[config.mk]
export PLATFORM = sky130hd
export DESIGN_NAME = dma_xlate_top
export DESIGN_NICKNAME = d
export VERILOG_FILES = /design/src/rtl/dma_xlate_pkg.sv /design/src/rtl/xlate_cfg_regs.sv /design/src/rtl/xlate_index.sv /design/src/rtl/xlate_walker.sv /design/src/rtl/dma_xlate_top.sv
export SDC_FILE = /design/constraint.sdc
export NUM_CORES = 1
export LEC_CHECK = 0
export CORE_MARGIN = 10
export CORE_UTILIZATION = 40
export CTS_BUF_LIST = sky130_fd_sc_hd__clkbuf_4 sky130_fd_sc_hd__clkbuf_8
export DETAILED_ROUTE_END_ITERATION = 16
export GPL_TIMING_DRIVEN = 0
export PLACE_DENSITY = 0.68
export SLEW_MARGIN = 10
export SYNTH_ARGS = -nofsm -noshare
export SYNTH_HDL_FRONTEND = slang
export SYNTH_SLANG_ARGS = --single-unit
[constraint.sdc]
create_clock -name clk -period 4.6 [get_ports clk]
set_input_delay 0.46 -clock clk [delete_from_list [all_inputs] [get_ports clk]]
set_output_delay 0.46 -clock clk [all_outputs]
set_load 0.01 [all_outputs]
[src/rtl/dma_xlate_pkg.sv]
package dma_xlate_pkg;
  typedef enum logic [1:0] {
    XS_IDLE  = 2'd0,
    XS_FETCH = 2'd1,
    XS_DONE  = 2'd2
  } xlate_state_e;

  localparam logic CFG_SEL_BASE  = 1'b0;
  localparam logic CFG_SEL_LIMIT = 1'b1;
endpackage

[src/rtl/xlate_cfg_regs.sv]
module xlate_cfg_regs
  import dma_xlate_pkg::*;
#(
  parameter int ADDR_W = 32
) (
  input  logic              clk,
  input  logic              rst_n,
  input  logic              cfg_we,
  input  logic              cfg_sel,
  input  logic [ADDR_W-1:0] cfg_wdata,
  output logic [ADDR_W-1:0] tbl_base,
  output logic [ADDR_W-1:0] tbl_limit
);
  always_ff @(posedge clk or negedge rst_n) begin
    if (!rst_n) begin
      tbl_base  <= '0;
      tbl_limit <= '0;
    end else if (cfg_we) begin
      if (cfg_sel == CFG_SEL_BASE) tbl_base  <= cfg_wdata;
      else                         tbl_limit <= cfg_wdata;
    end
  end
endmodule

[src/rtl/xlate_index.sv]
module xlate_index #(
  parameter int ADDR_W      = 32,
  parameter int PAGE_SHIFT  = 12,
  parameter int ENTRY_SHIFT = 3
) (
  input  logic [ADDR_W-1:0] req_addr,
  input  logic [ADDR_W-1:0] tbl_base,
  input  logic [ADDR_W-1:0] tbl_limit,
  output logic              in_bounds,
  output logic [ADDR_W-1:0] ent_addr
);
  localparam int IDX_W = ADDR_W - PAGE_SHIFT;

  function automatic logic [ADDR_W-1:0] f_slot_count(input logic [ADDR_W-1:0] lim);
    return lim >> ENTRY_SHIFT;
  endfunction

  function automatic logic [ADDR_W-1:0] f_entry_addr(input logic [ADDR_W-1:0] base,
                                                     input logic [IDX_W-1:0]  idx);
    logic [ADDR_W-1:0] off;
    off = '0;
    off[IDX_W+ENTRY_SHIFT-1:ENTRY_SHIFT] = idx;
    return {1'b0, base[ADDR_W-2:0]} + off;
  endfunction

  logic [IDX_W-1:0]  page_idx;
  logic [ADDR_W-1:0] idx_wide;

  assign page_idx  = req_addr[ADDR_W-1:PAGE_SHIFT];
  assign idx_wide  = {{PAGE_SHIFT{1'b0}}, page_idx};
  assign in_bounds = idx_wide < f_slot_count(tbl_limit);
  assign ent_addr  = f_entry_addr(tbl_base, page_idx);
endmodule

[src/rtl/xlate_walker.sv]
module xlate_walker
  import dma_xlate_pkg::*;
#(
  parameter int ADDR_W     = 32,
  parameter int PAGE_SHIFT = 12
) (
  input  logic              clk,
  input  logic              rst_n,
  input  logic              req_valid,
  input  logic [ADDR_W-1:0] req_addr,
  input  logic              in_bounds,
  input  logic [ADDR_W-1:0] ent_addr,
  output logic              req_busy,
  output logic              mem_rd_req,
  output logic [ADDR_W-1:0] mem_rd_addr,
  input  logic              mem_rd_ack,
  input  logic [ADDR_W-1:0] mem_rd_data,
  input  logic              mem_rd_err,
  output logic              rsp_valid,
  output logic [ADDR_W-1:0] rsp_addr,
  output logic              rsp_fault,
  output logic              rsp_perm_rd,
  output logic              rsp_perm_wr,
  output logic              evt_accept,
  output logic              evt_oob,
  output logic              evt_fill
);
  localparam int FRAME_W = ADDR_W - PAGE_SHIFT;

  xlate_state_e            state_q;
  logic [ADDR_W-1:0]       ent_addr_q;
  logic [PAGE_SHIFT-1:0]   offset_q;
  logic [FRAME_W-1:0]      frame_q;
  logic                    fault_q;

  assign evt_accept = (state_q == XS_IDLE) && req_valid;
  assign evt_oob    = evt_accept && !in_bounds;
  assign evt_fill   = (state_q == XS_FETCH) && mem_rd_ack;

  always_ff @(posedge clk or negedge rst_n) begin
    if (!rst_n) begin
      state_q    <= XS_IDLE;
      ent_addr_q <= '0;
      offset_q   <= '0;
      frame_q    <= '0;
      fault_q    <= 1'b0;
    end else begin
      unique case (state_q)
        XS_IDLE: begin
          if (evt_accept) begin
            ent_addr_q <= ent_addr;
            offset_q   <= req_addr[PAGE_SHIFT-1:0];
            if (in_bounds) begin
              state_q <= XS_FETCH;
            end else begin
              fault_q <= 1'b1;
              frame_q <= '0;
              state_q <= XS_DONE;
            end
          end
        end
        XS_FETCH: begin
          if (mem_rd_ack) begin
            fault_q <= mem_rd_err;
            frame_q <= mem_rd_err ? '0 : mem_rd_data[ADDR_W-1:PAGE_SHIFT];
            state_q <= XS_DONE;
          end
        end
        XS_DONE:  state_q <= XS_IDLE;
        default:  state_q <= XS_IDLE;
      endcase
    end
  end

  assign req_busy    = state_q != XS_IDLE;
  assign mem_rd_req  = state_q == XS_FETCH;
  assign mem_rd_addr = ent_addr_q;
  assign rsp_valid   = state_q == XS_DONE;
  assign rsp_fault   = fault_q;
  assign rsp_addr    = fault_q ? '0 : {frame_q, offset_q};
  assign rsp_perm_rd = rsp_valid && !fault_q;
  assign rsp_perm_wr = rsp_valid && !fault_q;
endmodule

[src/rtl/dma_xlate_top.sv]
module dma_xlate_top #(
  parameter int ADDR_W      = 32,
  parameter int PAGE_SHIFT  = 12,
  parameter int ENTRY_SHIFT = 3
) (
  input  logic              clk,
  input  logic              rst_n,
  input  logic              cfg_we,
  input  logic              cfg_sel,
  input  logic [ADDR_W-1:0] cfg_wdata,
  input  logic              req_valid,
  input  logic [ADDR_W-1:0] req_addr,
  output logic              req_busy,
  output logic              mem_rd_req,
  output logic [ADDR_W-1:0] mem_rd_addr,
  input  logic              mem_rd_ack,
  input  logic [ADDR_W-1:0] mem_rd_data,
  input  logic              mem_rd_err,
  output logic              rsp_valid,
  output logic [ADDR_W-1:0] rsp_addr,
  output logic              rsp_fault,
  output logic              rsp_perm_rd,
  output logic              rsp_perm_wr
);
  logic [ADDR_W-1:0] tbl_base;
  logic [ADDR_W-1:0] tbl_limit;
  logic              in_bounds;
  logic [ADDR_W-1:0] ent_addr;
  logic              evt_accept;
  logic              evt_oob;
  logic              evt_fill;

  xlate_cfg_regs #(.ADDR_W(ADDR_W)) u_regs (
    .clk       (clk),
    .rst_n     (rst_n),
    .cfg_we    (cfg_we),
    .cfg_sel   (cfg_sel),
    .cfg_wdata (cfg_wdata),
    .tbl_base  (tbl_base),
    .tbl_limit (tbl_limit)
  );

  xlate_index #(
    .ADDR_W      (ADDR_W),
    .PAGE_SHIFT  (PAGE_SHIFT),
    .ENTRY_SHIFT (ENTRY_SHIFT)
  ) u_index (
    .req_addr  (req_addr),
    .tbl_base  (tbl_base),
    .tbl_limit (tbl_limit),
    .in_bounds (in_bounds),
    .ent_addr  (ent_addr)
  );

  xlate_walker #(
    .ADDR_W     (ADDR_W),
    .PAGE_SHIFT (PAGE_SHIFT)
  ) u_walk (
    .clk         (clk),
    .rst_n       (rst_n),
    .req_valid   (req_valid),
    .req_addr    (req_addr),
    .in_bounds   (in_bounds),
    .ent_addr    (ent_addr),
    .req_busy    (req_busy),
    .mem_rd_req  (mem_rd_req),
    .mem_rd_addr (mem_rd_addr),
    .mem_rd_ack  (mem_rd_ack),
    .mem_rd_data (mem_rd_data),
    .mem_rd_err  (mem_rd_err),
    .rsp_valid   (rsp_valid),
    .rsp_addr    (rsp_addr),
    .rsp_fault   (rsp_fault),
    .rsp_perm_rd (rsp_perm_rd),
    .rsp_perm_wr (rsp_perm_wr),
    .evt_accept  (evt_accept),
    .evt_oob     (evt_oob),
    .evt_fill    (evt_fill)
  );
endmodule

# --- Yosys cells after proc, flatten, opt, wreduce, memory -nomap -nowiden ---
# Index checks and enable logic that the tools add are counted.
op_classes:
  addsub: 1
  mul: 0
  div: 0
  order_cmp: 1
  n_eq_ne: 5
  n_shift: 0
  mux: 14
  bitwise_logic: 1
  n_reduce_logical: 11
op_table:
  columns: ["op", "count"]
  rows:
  - ["$mux 20", 4]
  - ["$pmux 20 s2", 1]
  - ["$add 31x23->32", 1]
  - ["$mux 32", 1]
  - ["$lt 20x29->1", 1]
  - ["$reduce_and 2->1", 4]
  - ["$mux 2", 3]
  - ["$ne 2x2->1 const B", 2]
  - ["$pmux 2 s2", 1]
  - ["$reduce_and 4->1", 1]
  - ["$reduce_bool 2->1", 2]
  - ["$mux 1", 3]
  - ["$eq 2x1->1 const B", 1]
  - ["$eq 2x2->1 const B", 1]
  - ["$logic_and 1x1->1", 2]
  - ["$logic_not 2->1", 1]
  - ["$ne 2x1->1 const B", 1]
  - ["$pmux 1 s2", 1]
  - ["$logic_not 1->1", 1]
  - ["$not 1->1", 1]
word_totals:
  regBits: 130
  latch_bits: 0
  mem_bits_rw: 0
  romBits: 0
  in_bits: 103
  output_inout_bits: 70
  wordCells: 40
  mem_count: 0

# --- Depth between registers and ports, before layout ---
# Gate-level depths: netlist of run 1.
logic_depth:
  word_depth: 4
  depth_mapped: 10
  mapped_depth_nobuf: 9

# --- Cells and area by module ---
# From an unflattened synthesis of run 1, not the netlist that was laid out.
unflattened:
  cells_unflattened: 593
  hier_area_um2: 6977.9
modules_own_cells:
  columns: ["module", "instances", "cells_per_inst", "area_each_um2", "seq_area_each_um2"]
  rows:
  - ["xlate_walker", 1, 232, 2880.3, 1676.6]
  - ["xlate_cfg_regs", 1, 137, 2426.1, 1601.5]
  - ["xlate_index", 1, 224, 1671.6, 0.0]

# --- Worst setup path before layout of run 1 ---
# No wires, ideal clock.
synth_timing:
  kind: "input to register"
  startpoint: "input port req_addr[12]"
  endpoint: "register u_walk.ent_addr_q[31] (netlist: u_walk.mem_rd_addr[31])"
  setup_ns: 0.127
  arrival_time_ns: 2.327
  t_required_ns: 4.473
  slack_ns: 2.146
  cell_stages: 10
  n_path_buf: 1
  cell_sequence: "ha_1 > fa_1 > a21oi_1 > o21ai_1 > a21oi_1 > o21bai_1 > a31o_2 > buf_6 > a31oi_1 > o21ai_0"
synth_via:
  elab_chain_cells: 1
synth_lines:
  columns: ["element", "line", "source"]
  rows:
  - ["start: declaration", "dma_xlate_top.sv:12", "input logic [ADDR_W-1:0] req_addr,"]
  - ["$add 31x23->32", "xlate_index.sv:23", "return {1'b0, base[ADDR_W-2:0]} + off;"]
  - ["end signal: assignment", "xlate_walker.sv:51", "ent_addr_q <= ent_addr;"]
  - ["end: declaration", "xlate_walker.sv:31", "logic [ADDR_W-1:0] ent_addr_q;"]
# Every way passes these cells.
# A chain may end at the register's enable or synchronous reset.

# --- Final worst setup path of run 1 ---
# Same ends and word-level chain as after synthesis.

==> results.yml, run 1 <==
clock_tree:
  cts-root-buf: "clkbuf_8"
  numCtsBuffers: 17
  clkLatencyLatePin_ns: 0.44
  postCtsSetupRepairBufs: 0
  h-tree-depth: 4
  tritoncts: "yes"
  cts.sinks: 127
  clk_pin_slew_ns: 0.07
  clk_path_buf_depth: 2
outcome:
  run_status: "finished, final reports clean"
detailed_routing:
  wire_per_inst_microns: 17.3
  dr.pass1.iters: 4
  vias: 5414
  drt_iter0_markers: 394
  drc: 0
  vias_per_cell: 5.14
  wl_mm: 18.2
  ant_nets: 0
floorplan:
  fp.dieH_microns: 149
  core-area_sq_mm: 0.0165
  die_w_microns: 149
  fp.dieArea_sq_mm: 0.0222
  num_rows: 47
  pin_count: 173
  start_util_pct: 40.4
power_and_ir_drop:
  p_sw_w: 0.00154
  swShare_pct: 34.6
  power_density_mw_per_mm2: 498
  power_frac_clock_pct: 20.2
  ir_worst_vdd_uv: 196
  p_int_w: 0.00291
  power.share.combinational_pct: 42.0
  p_seq_share_pct: 37.8
  p_leak_nw: 3.95
final_layout:
  area_growth_pct: 34.2
  final_cell_mix: "clkdlybuf4s50_1 (159), dfrtp_1 (127), nand2_1 (95), mux2_2 (59), o21ai_0 (40)"
  final_common_cell: "clkdlybuf4s50_1"
  diodes: 0
  drive_gt1_share_pct: 14.2
  n_fill_cell: 1479
  nets: 965
synth:
  synth-warning-count: 0
  syn_area_sq_mm: 0.00666
  synth_edf_count: 0
  syn_area_per_cell_sq_um: 10.4
  synth_fp_nets: 784
  synth_ff_type: "dfrtp_1"
  synth-async-reset-ratio_pct: 100
  synth.distinct_cells: 49
  synth-seq-area-share_pct: 47.7
  synthCells: 641
  ys_ff_latch: 127
timing:
  timing.hold.ws_ns: 0.469
  rsz0062_at_grt: "false"
  report.final.setup_viol: 0
  skew_ns: 0.00902
  setup_tns_ns: 0
  fin_crit_ns: 3.00
  timing.fmax_mhz: 333
  tightest_slew_ns: 0.646
  post-route-period-util_pct: 65.2
  hold_violations: 0
  maxSlewHeadroom_pct: 56.9
  slew_violations: 0
global_route:
  grt_pass1_wl_mm: 29.0
  antenna_found_initial: 0
  grt_max_degree: 68
  grt_pass1_vias: 5596
  grt_remaining_overflow: 0
  grt_util_all_layers_pct: 16.3
setup_path:
  cp_data_required_time_ns: 4.91
  cp-end-kind: "register"
  crit_fanout: 8
  critical_path.startpoint: "req_addr[12]"
  crit_type: "in2reg"
  cp-start-kind: "input port"
  arrival_ns: 3.31
  r2r_start: "u_regs.tbl_base[3]"
worst_hold_path:
  hold_path.class: "reg2reg"
  hold_path.startpoint: "u_regs.tbl_base[2]"
placed_design:
  place_hpwl_mm: 14.2
  port_buffers: 160
  place.gp.congestion: 0.912
job:
  drv_cap: 0
-- final cells by class --
class / instances / area (sq um) / area share, %
Buffer: 32 / 159 / 1.78
Clock buffer: 23 / 298 / 3.33
Clock inverter: 7 / 62.6 / 0.700
Inverter: 28 / 105 / 1.18
Multi-Input combinational cell: 454 / 3220 / 36.0
Sequential cell: 127 / 3180 / 35.6
Tap cell: 220 / 275 / 3.08
Timing Repair Buffer: 162 / 1640 / 18.4
-- state kept, by name (all words and copies together), names as in the netlist --
register and flops:
u_regs.tbl_base 31, u_walk.offset_q 12, u_walk.frame_q 20, u_walk.rsp_fault 1, u_regs.tbl_limit 29, u_walk.mem_rd_addr 32, u_walk.state_q 2
-- worst paths after layout --
kind	slack [ns]	cells after the start	endpoint
setup / recovery	1.60	11	u_walk.mem_rd_addr[31]
max in group asynchronous	3.29	3	u_regs.tbl_base[17]
hold / removal	0.47	2	u_walk.mem_rd_addr[2]
hold reg to reg	0.47	2	u_walk.mem_rd_addr[2]
min in group asynchronous	0.57	2	u_walk.offset_q[7]
setup reg to reg	1.69	10	u_walk.mem_rd_addr[31]
-- layer usage --
metal | wire length, microns | track usage [%] | vias to the layer above
met5 | 0 | 0 | -
met4 | 337 | 5.40 | 0
met3 | 1280 | 4.64 | 40
met2 | 8570 | 26.9 | 201
met1 | 8030 | 20.0 | 2563
li1 | - | - | 2610
-- logic make-up after synthesis --
group,Yosys count,share of synthesized area [%]
and+or+nand+nor,191,13.5
buffers and inverters,60,3.96
adders and majority gates,40,7.63
xor gates and xnor gates,20,2.63
AOI/OAI and AO/OA,144,14.5
muxes,59,9.98
DFF,127,47.7
-- Yosys cell counts (all sizes together), types with 2 or more instances --
cell type    n  area share (%)
a31oi        9            0.85
o211ai       5            0.56
o21a         2            0.23
o31ai        3            0.54
and2         5            0.47
nand2       96             5.4
a311oi       3            0.39
o21ai       42             3.2
ha          39             7.3
a22o        20             3.0
nand2b       2            0.19
nand4        5            0.47
buf          9            0.92
inv         28             1.6
xor2        10             1.3
nor2        19             1.1
a221o        2            0.30
o21bai       6            0.68
and3         7            0.66
xnor2       10             1.3
mux2        59              10
nor3         6            0.45
dfrtp      127              48
a211o        2            0.26
a21o        10             1.1
nand3       11            0.83
a21oi       31             2.3
clkbuf      21             1.2
a211oi       5            0.56
or3          2            0.19
nor2b       35             3.3
-- through the flow --
stage | power (W) | util, % | setup WS [ns] | area, sq um | cells
finish | 0.00445 | 54.3 | 1.60 | 8930 | 1053
global route | 0.00476 | 54.3 | 1.49 | 8930 | 1053
CTS | 0.00450 | 54.3 | 1.72 | 8930 | 1053
detailed placement | 0.00358 | 52.0 | 1.25 | 8560 | 1022
global placement | 0.00353 | 51.8 | -1.78 | 8540 | 1021
floorplan | 0.00270 | - | 2.15 | 6660 | 641
-- worst max-delay path, stage by stage --
cell	delay, ns
clkdlybuf4s50_1	0.43
ha_1	0.24
fa_1	0.42
a21oi_1	0.22
o21ai_1	0.10
a21oi_1	0.39
o21bai_1	0.25
a31o_2	0.30
buf_6	0.14
a31oi_1	0.24
o21ai_0	0.14
-- what timing repair did --
action                     CTS  global route
hold endpoints to repair     5             0
setup endpoints to repair    0             0
hold buffers                 1             0
gates resized for setup      0             0
-- power groups by stage --
stage / registers (W) / logic (W) / clock network, W
6_report: 0.00168 / 0.00187 / 0.000897
3_3_place_gp: 0.00169 / 0.00184 / 0
4_1_cts: 0.00168 / 0.00189 / 0.000924
5_1_grt: 0.00172 / 0.00206 / 0.000979
2_1_floorplan: 0.00170 / 0.000996 / 0
3_5_place_dp: 0.00170 / 0.00188 / 0
(Power assumes the default switching activity.)
==> run 2: changes to the inputs <==
- clock period: 4.6 -> 2.88 ns (I/O delays scaled with it)
==> results.yml, run 2 (synthesis results as in run 1) <==
setup_path:
  arrival_ns: 3.08
  slowest_delay_ns: 0.42
  cp-start-kind: "register"
  crit_family: "compound AO/OA/AOI/OAI gates"
  cp-end-kind: "register"
  crit_chain: "ha_1, fa_1, a21oi_1, o21ai_1, a21oi_2, o21bai_1, a31o_2, buf_6, a31oi_1, o21ai_0"
  critical_path_buf_inv_count: 1
  crit_type: "reg2reg"
  cp_data_required_time_ns: 3.19
  crit_fanout: 8
  slowest_stage: "fa_1"
timing:
  timing.hold.ws_ns: 0.387
  timing.fmax_mhz: 362
  post-route-period-util_pct: 96.0
  maxSlewHeadroom_pct: 56.8
  report.final.setup_viol: 0
  rsz0062_at_grt: "false"
  skew_ns: 0.00930
  tightest_slew_ns: 0.648
  hold_violations: 0
  fin_crit_ns: 2.76
  slew_violations: 0
final_layout:
  nets: 965
  final_common_cell: "clkdlybuf4s50_1"
  area_growth_pct: 34.2
  diodes: 0
  n_fill_cell: 1479
  largest_register_ffs: 32
  final_cells: 1053
  drive_gt1_share_pct: 14.3
  final_cell_mix: "clkdlybuf4s50_1 (159), dfrtp_1 (127), nand2_1 (95), mux2_2 (59), o21ai_0 (40)"
  final_area_sq_mm: 0.00894
  final_util_pct: 54.3
global_route:
  grt_util_all_layers_pct: 16.3
  grt_max_degree: 68
  antenna_found_initial: 0
  grt_pass1_vias: 5596
  grt_pass1_wl_mm: 29.0
  grt_remaining_overflow: 0
clock_tree:
  h-tree-depth: 4
  tritoncts: "yes"
  cts-root-buf: "clkbuf_8"
  clk_pin_slew_ns: 0.07
  cts.sinks: 127
  clk_path_buf_depth: 2
  numCtsBuffers: 17
  clkLatencyLatePin_ns: 0.44
placed_design:
  port_buffers: 160
  place_hpwl_mm: 14.2
  dp.cells: 1022
  place.gp.congestion: 0.912
  dpl_cell_area_sq_mm: 0.00856
floorplan:
  fp.dieArea_sq_mm: 0.0222
  start_util_pct: 40.4
  core-area_sq_mm: 0.0165
  die_w_microns: 149
  pin_count: 173
  fp.dieH_microns: 149
  num_rows: 47
power_and_ir_drop:
  ir_worst_vdd_uv: 313
  p_total_w: 0.00711
  power_density_mw_per_mm2: 795
  p_leak_nw: 3.95
detailed_routing:
  vias: 5411
  drt_iter0_markers: 402
  dr.pass1.iters: 4
  vias_per_cell: 5.14
  ant_nets: 0
  wire_per_inst_microns: 17.3
  drc: 0
  wl_mm: 18.2
worst_hold_path:
  hold_path.class: "in2reg"
job:
  drv_cap: 0
outcome:
  run_status: "finished, final reports clean"
## run 2: cell counts in the layout (fill, tap and decap cells not counted)
No cell type changed its count.
## run 2: final timing paths
check	cells past startpoint	start	slack, ns	endpoint
worst max-delay path	10	u_regs.tbl_base[3]	0.12	u_walk.mem_rd_addr[31]
worst min-delay path	3	req_addr[4]	0.39	u_walk.offset_q[4]
worst max register to register	10	u_regs.tbl_base[3]	0.12	u_walk.mem_rd_addr[31]
worst min register to register	2	u_regs.tbl_base[2]	0.47	u_walk.mem_rd_addr[2]
max in group asynchronous	3	rst_n	1.74	u_regs.tbl_base[17]
min in group asynchronous	2	rst_n	0.40	u_walk.offset_q[7]
## run 2: metrics by stage
step           setup TNS [ns]  setup slack, ns
6_report                    0            0.116
5_1_grt                     0          0.00103
4_1_cts                     0           0.0602
3_5_place_dp            -4.06           -0.303
3_3_place_gp          -424.10            -3.33
2_1_floorplan               0            0.535
## run 2: where the power goes
part	switching, W	leakage, nW	internal [W]
Clock	0.000671	0.191	0.000762
Combinational	0.00146	2.21	0.00153
Sequential	0.000334	1.55	0.00235
Total	0.00246	3.95	0.00465
## run 2: area by class of cell
| type | count | area (sq um) | share of cell area (%) |
|---|---|---|---|
| well taps | 220 | 275 | 3.08 |
| plain buffers | 32 | 159 | 1.78 |
| clock buffers | 23 | 298 | 3.33 |
| repair buffers | 162 | 1640 | 18.4 |
| inverters | 28 | 105 | 1.18 |
| clock inverters | 7 | 62.6 | 0.700 |
| multi-input cells | 454 | 3220 | 36.0 |
| flip-flops and latches | 127 | 3180 | 35.6 |
## run 2: repair_timing
item / 4_1_cts / 5_1_grt
endpoints found under the setup margin: 0 / 4
hold buffers: 1 / 0
setup buffers: 0 / 0
gates resized for setup: 0 / 1
endpoints found under the hold margin: 60 / 0
## run 2: worst reg2reg max path: cells and delay by family, from the launching register on
family / cells / cell delay, ns
buffers and inverters: 1 / 0.14
AOI/OAI and AO/OA: 7 / 1.49
adders and majority gates: 2 / 0.63
DFF: 1 / 0.38
## run 2: routing by layer
metal / wire length, microns / up-vias / track usage [%]
met5: 0 / - / 0
met4: 307 / 0 / 5.40
met3: 1220 / 32 / 4.64
met2: 8610 / 191 / 26.9
met1: 8090 / 2578 / 20.0
li1: - / 2610 / -
